`src/rtl/spi_evt_pkg.sv`:
```
package spi_evt_pkg;
    localparam int NFLAG   = 7;
    localparam int NEVT    = 6;
    localparam int F_DONE  = 0;
    localparam int F_QEND  = 1;
    localparam int F_TXUF  = 2;
    localparam int F_RXOF  = 3;
    localparam int F_FILL  = 4;
    localparam int F_DRAIN = 5;
    localparam int F_RUN   = 6;
    localparam logic [NFLAG-1:0] STICKY_MASK = 7'b000_1111;

    typedef struct packed {
        logic [NFLAG-1:0] flags;
        logic             irq;
        logic             tx_dma;
        logic             rx_dma;
    } evt_state_t;
endpackage

```
`src/rtl/spi_evt_flag_bank.sv`:
```
module spi_evt_flag_bank #(
    parameter int                N      = 7,
    parameter logic [N-1:0]      STICKY = '0
) (
    input  logic [N-1:0] cur,
    input  logic [N-1:0] set,
    input  logic         clr_we,
    input  logic [N-1:0] clr_mask,
    output logic [N-1:0] nxt
);
    for (genvar i = 0; i < N; i++) begin : g_bit
        if (STICKY[i]) begin : g_sticky
            // set has priority over a same-cycle clear
            assign nxt[i] = set[i] | (cur[i] & ~(clr_we & clr_mask[i]));
        end else begin : g_level
            assign nxt[i] = set[i];
        end
    end
endmodule

```
`src/rtl/spi_evt_rx_policy.sv`:
```
module spi_evt_rx_policy (
    input  logic word_in,
    input  logic full,
    input  logic overwrite,
    output logic push,
    output logic replace,
    output logic overflow
);
    always_comb begin
        overflow = word_in & full;
        push     = word_in & (~full | overwrite);
        replace  = word_in & full & overwrite;
    end
endmodule

```
`src/rtl/spi_evt_req_route.sv`:
```
module spi_evt_req_route #(
    parameter int NE = 6,
    parameter int IF = 4,
    parameter int ID = 5
) (
    input  logic [NE-1:0] flags,
    input  logic [NE-1:0] en,
    input  logic [1:0]    dma_sel,
    output logic          irq,
    output logic          tx_dma,
    output logic          rx_dma
);
    logic [NE-1:0] to_dma;
    logic [NE-1:0] active;

    always_comb begin
        to_dma     = '0;
        to_dma[IF] = dma_sel[0];
        to_dma[ID] = dma_sel[1];
        active     = flags & en;
        irq        = |(active & ~to_dma);
        tx_dma     = active[IF] & dma_sel[0];
        rx_dma     = active[ID] & dma_sel[1];
    end
endmodule

```
`src/rtl/spi_evt_router.sv`:
```
module spi_evt_router
    import spi_evt_pkg::*;
(
    input  logic             clk,
    input  logic             rst_n,
    input  logic             ev_xfer_done,
    input  logic             ev_queue_end,
    input  logic             ev_tx_underflow,
    input  logic             rx_word_in,
    input  logic             tx_full,
    input  logic             rx_full,
    input  logic             rx_empty,
    input  logic             shift_busy,
    input  logic             cfg_rx_overwrite,
    input  logic [NEVT-1:0]  cfg_en,
    input  logic [1:0]       cfg_dma_sel,
    input  logic             clr_we,
    input  logic [NFLAG-1:0] clr_mask,
    output logic [NFLAG-1:0] flags,
    output logic             irq,
    output logic             tx_dma_req,
    output logic             rx_dma_req,
    output logic             rx_push,
    output logic             rx_replace
);
    evt_state_t       st_d, st_q;
    logic [NFLAG-1:0] set_vec;
    logic [NFLAG-1:0] flags_nxt;
    logic             ovf;
    logic             irq_nxt, txd_nxt, rxd_nxt;

    spi_evt_rx_policy u_pol (
        .word_in   (rx_word_in),
        .full      (rx_full),
        .overwrite (cfg_rx_overwrite),
        .push      (rx_push),
        .replace   (rx_replace),
        .overflow  (ovf)
    );

    always_comb begin
        set_vec          = '0;
        set_vec[F_DONE]  = ev_xfer_done;
        set_vec[F_QEND]  = ev_queue_end;
        set_vec[F_TXUF]  = ev_tx_underflow;
        set_vec[F_RXOF]  = ovf;
        set_vec[F_FILL]  = ~tx_full;
        set_vec[F_DRAIN] = ~rx_empty;
        set_vec[F_RUN]   = shift_busy;
    end

    spi_evt_flag_bank #(.N(NFLAG), .STICKY(STICKY_MASK)) u_bank (
        .cur      (st_q.flags),
        .set      (set_vec),
        .clr_we   (clr_we),
        .clr_mask (clr_mask),
        .nxt      (flags_nxt)
    );

    spi_evt_req_route #(.NE(NEVT), .IF(F_FILL), .ID(F_DRAIN)) u_route (
        .flags   (flags_nxt[NEVT-1:0]),
        .en      (cfg_en),
        .dma_sel (cfg_dma_sel),
        .irq     (irq_nxt),
        .tx_dma  (txd_nxt),
        .rx_dma  (rxd_nxt)
    );

    always_comb begin
        st_d        = st_q;
        st_d.flags  = flags_nxt;
        st_d.irq    = irq_nxt;
        st_d.tx_dma = txd_nxt;
        st_d.rx_dma = rxd_nxt;
    end

    always_ff @(posedge clk or negedge rst_n) begin
        if (!rst_n) st_q <= '0;
        else        st_q <= st_d;
    end

    assign flags      = st_q.flags;
    assign irq        = st_q.irq;
    assign tx_dma_req = st_q.tx_dma;
    assign rx_dma_req = st_q.rx_dma;
endmodule

```
`config.mk`:
```
export PLATFORM = sky130hd
export DESIGN_NAME = spi_evt_router
export DESIGN_NICKNAME = d
export VERILOG_FILES = /design/src/rtl/spi_evt_pkg.sv /design/src/rtl/spi_evt_flag_bank.sv /design/src/rtl/spi_evt_rx_policy.sv /design/src/rtl/spi_evt_req_route.sv /design/src/rtl/spi_evt_router.sv
export SDC_FILE = /design/constraint.sdc
export NUM_CORES = 1
export LEC_CHECK = 0
export BUFFER_PORTS_ARGS = -buffer_cell sky130_fd_sc_hd__buf_2
export CAP_MARGIN = 20
export CELL_PAD_IN_SITES_DETAIL_PLACEMENT = 1
export CELL_PAD_IN_SITES_GLOBAL_PLACEMENT = 2
export CORE_UTILIZATION = 19
export CTS_BUF_LIST = sky130_fd_sc_hd__clkbuf_8
export CTS_CLUSTER_DIAMETER = 50
export DETAILED_ROUTE_END_ITERATION = 7
export PLACE_DENSITY_LB_ADDON = 0.25
export SYNTH_ARGS = -nofsm -noshare
export SYNTH_HDL_FRONTEND = slang
export SYNTH_SLANG_ARGS = --single-unit
```
`constraint.sdc`:
```
create_clock -name clk -period 1.3 [get_ports clk]
set_clock_uncertainty 0.05 [all_clocks]
set_input_delay 0.065 -clock clk [delete_from_list [all_inputs] [get_ports clk]]
set_output_delay 0.065 -clock clk [all_outputs]
set_load 0.05 [all_outputs]
```
* Word level (Yosys, flattened, before mapping) *
Cells that the tools add are included.

cells by class
  add/sub/neg operators = 0
  multipliers = 0
  div/mod/pow operators = 0
  order comparisons = 0
  equal/unequal tests = 0
  shift operators = 0
  mux-type cells = 0
  bitwise operators = 28
  reductions and logical operators = 1

operators by type and width
  cell              count
  $and A1 B1 Y1     13
  $and A6 B6 Y6     2
  $not A1 Y1        7
  $not A6 Y6        1
  $reduce_or A6 Y1  1
  $or A1 B1 Y1      5

word-level totals
  register bits = 10
  bits in latches = 0
  memory bits (writable) = 0
  memory bits (read-only) = 0
  input bits = 27
  output and inout bits = 12
  logic and storage cells = 33
  memories kept = 0

* Logic depth before layout (Yosys ltp) *
  depth in word-level cells = 7
  depth in mapped cells = 3
  gate-level depth less buffers = 3

* Hierarchy *
A second synthesis with hierarchy kept.

unflattened totals
  cells, all modules = 34
  area total of the unflattened synthesis = 402.9 um^2

modules (own cells, without submodules)
  module             times used  cells an instance  area each (um^2)  sequential area each (um^2)
  spi_evt_router     1           12                 257.7             250.2
  spi_evt_flag_bank  1           11                 67.6              0.0
  spi_evt_req_route  1           7                  53.8              0.0
  spi_evt_rx_policy  1           4                  23.8              0.0

* Worst setup path after synthesis *
OpenSTA, ideal clock, no wires.

  path type = input port to output port
  start = input cfg_rx_overwrite
  end = output rx_push
  data arrival time = 1.221 ns
  data required time = 1.185 ns
  path slack = -0.036 ns
  stages on the path = 2
  path buffers = 0
  path through = inv_1 a21boi_0

between the ends
  longest elaborated chain between the ends = 2

ends and longest elaborated chain
  element             RTL line                 text
  start: declaration  spi_evt_router.sv:14     input logic cfg_rx_overwrite,
  $or A1 B1 Y1        spi_evt_rx_policy.sv:11  push = word_in & (~full | overwrite);
  $and A1 B1 Y1       spi_evt_rx_policy.sv:11
  end: declaration    spi_evt_router.sv:23     output logic rx_push,

No other way between the ends.

* Worst setup path in the final report *
  start = input ev_tx_underflow
  end = register st_q, in the netlist irq

between the ends
  longest elaborated chain between the ends = 4

ends and longest elaborated chain
  element                 RTL line                 text
  start: declaration      spi_evt_router.sv:8      input logic ev_tx_underflow,
  $or A1 B1 Y1            spi_evt_flag_bank.sv:14  assign nxt[i] = set[i] | (cur[i] & ~(clr_we & clr_mask[i]));
  $and A6 B6 Y6           spi_evt_req_route.sv:20  active = flags & en;
  $and A6 B6 Y6           spi_evt_req_route.sv:21  irq = |(active & ~to_dma);
  $reduce_or A6 Y1        spi_evt_req_route.sv:21
  via irq_nxt             spi_evt_router.sv:30     logic irq_nxt, txd_nxt, rxd_nxt;
  end signal: assignment  spi_evt_router.sv:79     else st_q <= st_d;
  end: declaration        spi_evt_router.sv:26     evt_state_t st_d, st_q;

The timed path passes the listed nets, and every way through them passes these cells.

==> results.ini <==
[critical_path]
cp_cell_sequence=dlygate4sd3_1 > buf_2 > o21a_1 > a211oi_2 > nand4_1
crit_type=input port to flip-flop
cp_top_family=buffers and inverters
start_kind=input port
required_ps=1350
endpoint_kind=flip-flop
cp_data_arrival_time_ps=1220
cp_max_fo=3
cpPeakStageDelay_ps=530
cpMaxStageDelayCell=dlygate4sd3_1
crit_buf_inv=2

[routing]
first_pass_iters=1
met1_length_um=470
drcViolationCount=0
avgRoutedWirePerCell_um=10.2
routed_wl_um=1110
dr.max_layer_used=met3
dr_wl_met2_um=564
vias=420
drt_iter0_markers=0
vias_per_cell=3.89
antenna_left=0
route.met3.wl_um=72

[finish]
drive_gt1_frac=0.519
fin_cells=108
antenna_cells=0
areaGrowthSynthToFinish_pct=80.2
layout.nets=109
fin_area_um2=751

[grt]
grt_usage=0.105
gr-total-overflow=0
grt_pass1_wl_um=1890
antenna_found_initial=0
grt_max_degree=11
grt_pass1_vias=460

[logic_synthesis]
synth_top_area_cell=dfrtp_1
yosys_warnings=0
ys_top_cells_by_area=dfrtp_1 60%, and3_1 4.5%, or2_1 4.5%
netlist_instances=35
syn_avg_cell_area_um2=11.9
ys_async_sr_fraction=1.00
synth_edf_count=0
synth_most_common_cell=dfrtp_1
synth_top_area_frac=0.601
synth_ff_type=dfrtp_1
ys_ff_latch=10
netlist_area_um2=417
ys_seq_area_frac=0.601
syn_nets=62
synth_common_cells=10 x dfrtp_1, 3 x and3_1, 3 x inv_1, 3 x or2_1
ys_types=17

[power_and_ir_drop]
p_comb_frac=0.222
p_leak_nw=0.382
intPower_uw=673
power_uw=923
powerDensity_nw_per_um2=1230
netSwitchingPower_uw=250
ir_worst_vdd_mv=0.397
switching_share=0.271
pwr-share-seq=0.366
clockPowerShare=0.412

[clock_tree]
root_buffer=clkbuf_8
cts_buffer_depth=2
cts_tree=done
cts.sinks=10
cts.htree.levels=1
insertion_delay_ps=230
cts_resized=0
hold_buffers=7
clk_pin_slew_worst_paths_ps=50
postCtsSetupBuffers=0
cts_buffers=3

[timing]
hold_viol=0
finalCritPeriodShare=0.904
max-slew-margin-rel=0.823
fin_setup_tns_ps=0
tightest_slew_ps=265
period_needed_ps=1180
finalSetupViolations=0
max_freq_mhz=851
finalMaxSlewViolations=0
rsz0062_at_grt=false

[worst_hold_path]
min_path_type=input port to flip-flop

[placed_design]
dpl-instance-area_um2=626
gp_congestion=0.619
portBuffers=35
placed_cells=97
dp_hpwl_um=880

[flow_run]
cap_viol_max_count=0

[floorplanning]
core-area_um2=2000
die_h_um=48.8
start_util=0.208
io_pins=39
die_w_um=48.8
die-area_um2=2380
rows=16

[outcome]
outcome=finished, final reports clean

## layer usage
layer	GRT usage	up-vias
met4	0.0441	0
met2	0.183	18
li1	-	214
met3	0.0280	0
met5	0	-
met1	0.120	188
## power by group through the flow
stage | clock network (mW) | logic [mW] | registers, mW
final | 0.380 | 0.205 | 0.338
after global routing | 0.400 | 0.222 | 0.340
after CTS | 0.387 | 0.209 | 0.338
after detailed placement | 0 | 0.192 | 0.342
after global placement | 0 | 0.190 | 0.343
after floorplan | 0 | 0.0468 | 0.412
## state kept, by name (all words and copies together), names as in the netlist
signal / cells
flags: 7
irq: 1
rx_dma_req: 1
tx_dma_req: 1
## cell families (layout without fill, tap and decap cells)
kind of cell,count (synthesis),after routing,share of synthesized area
simple gates,12,12,0.195
buf+inv,3,49,0.0270
compound gates,10,10,0.177
flops,10,10,0.601
## metrics by stage
step	utilization	worst slack, ps	hold WS (ps)
after CTS	0.375	116	27.1
after floorplan	-	14.7	-281
final	0.375	124	31.8
after global placement	0.313	236	-111
after detailed placement	0.313	218	-110
after global routing	0.375	86.0	26.2
## worst register-to-register path: stages (launching register included)
cell,delay [ps]
dfrtp_1,380
o21a_1,200
a211oi_2,210
nand4_1,110
## cell usage in the layout (no fill, tap or decap), types with 2 or more instances in the layout
| cell type | count |
|---|---|
| buf_2 | 35 |
| dfrtp_1 | 10 |
| dlygate4sd3_1 | 7 |
| clkbuf_8 | 4 |
| a21boi_1 | 3 |
| or2_1 | 3 |
| inv_1 | 3 |
| and3_1 | 3 |
| o21ai_0 | 2 |
## path summary, 6_finish.rpt
kind / from / to / slack (ps) / cells past startpoint
setup / recovery: ev_tx_underflow / irq / 120 / 5
hold / removal: cfg_en[1] / irq / 30 / 3
setup reg to reg: flags[2] / irq / 220 / 3
hold reg to reg: flags[2] / flags[2] / 460 / 1
max in group asynchronous: rst_n / irq / 840 / 2
min in group asynchronous: rst_n / flags[2] / 170 / 2
## layout make-up
cell class,count,area [um^2]
fill,253,1250
multi-input combinational,22,155
inverter,3,11.3
clock buffer,4,55.1
timing repair buffer,42,245
sequential,10,250
tap,27,33.8
Note: power is estimated with default switching activity, not from simulation.
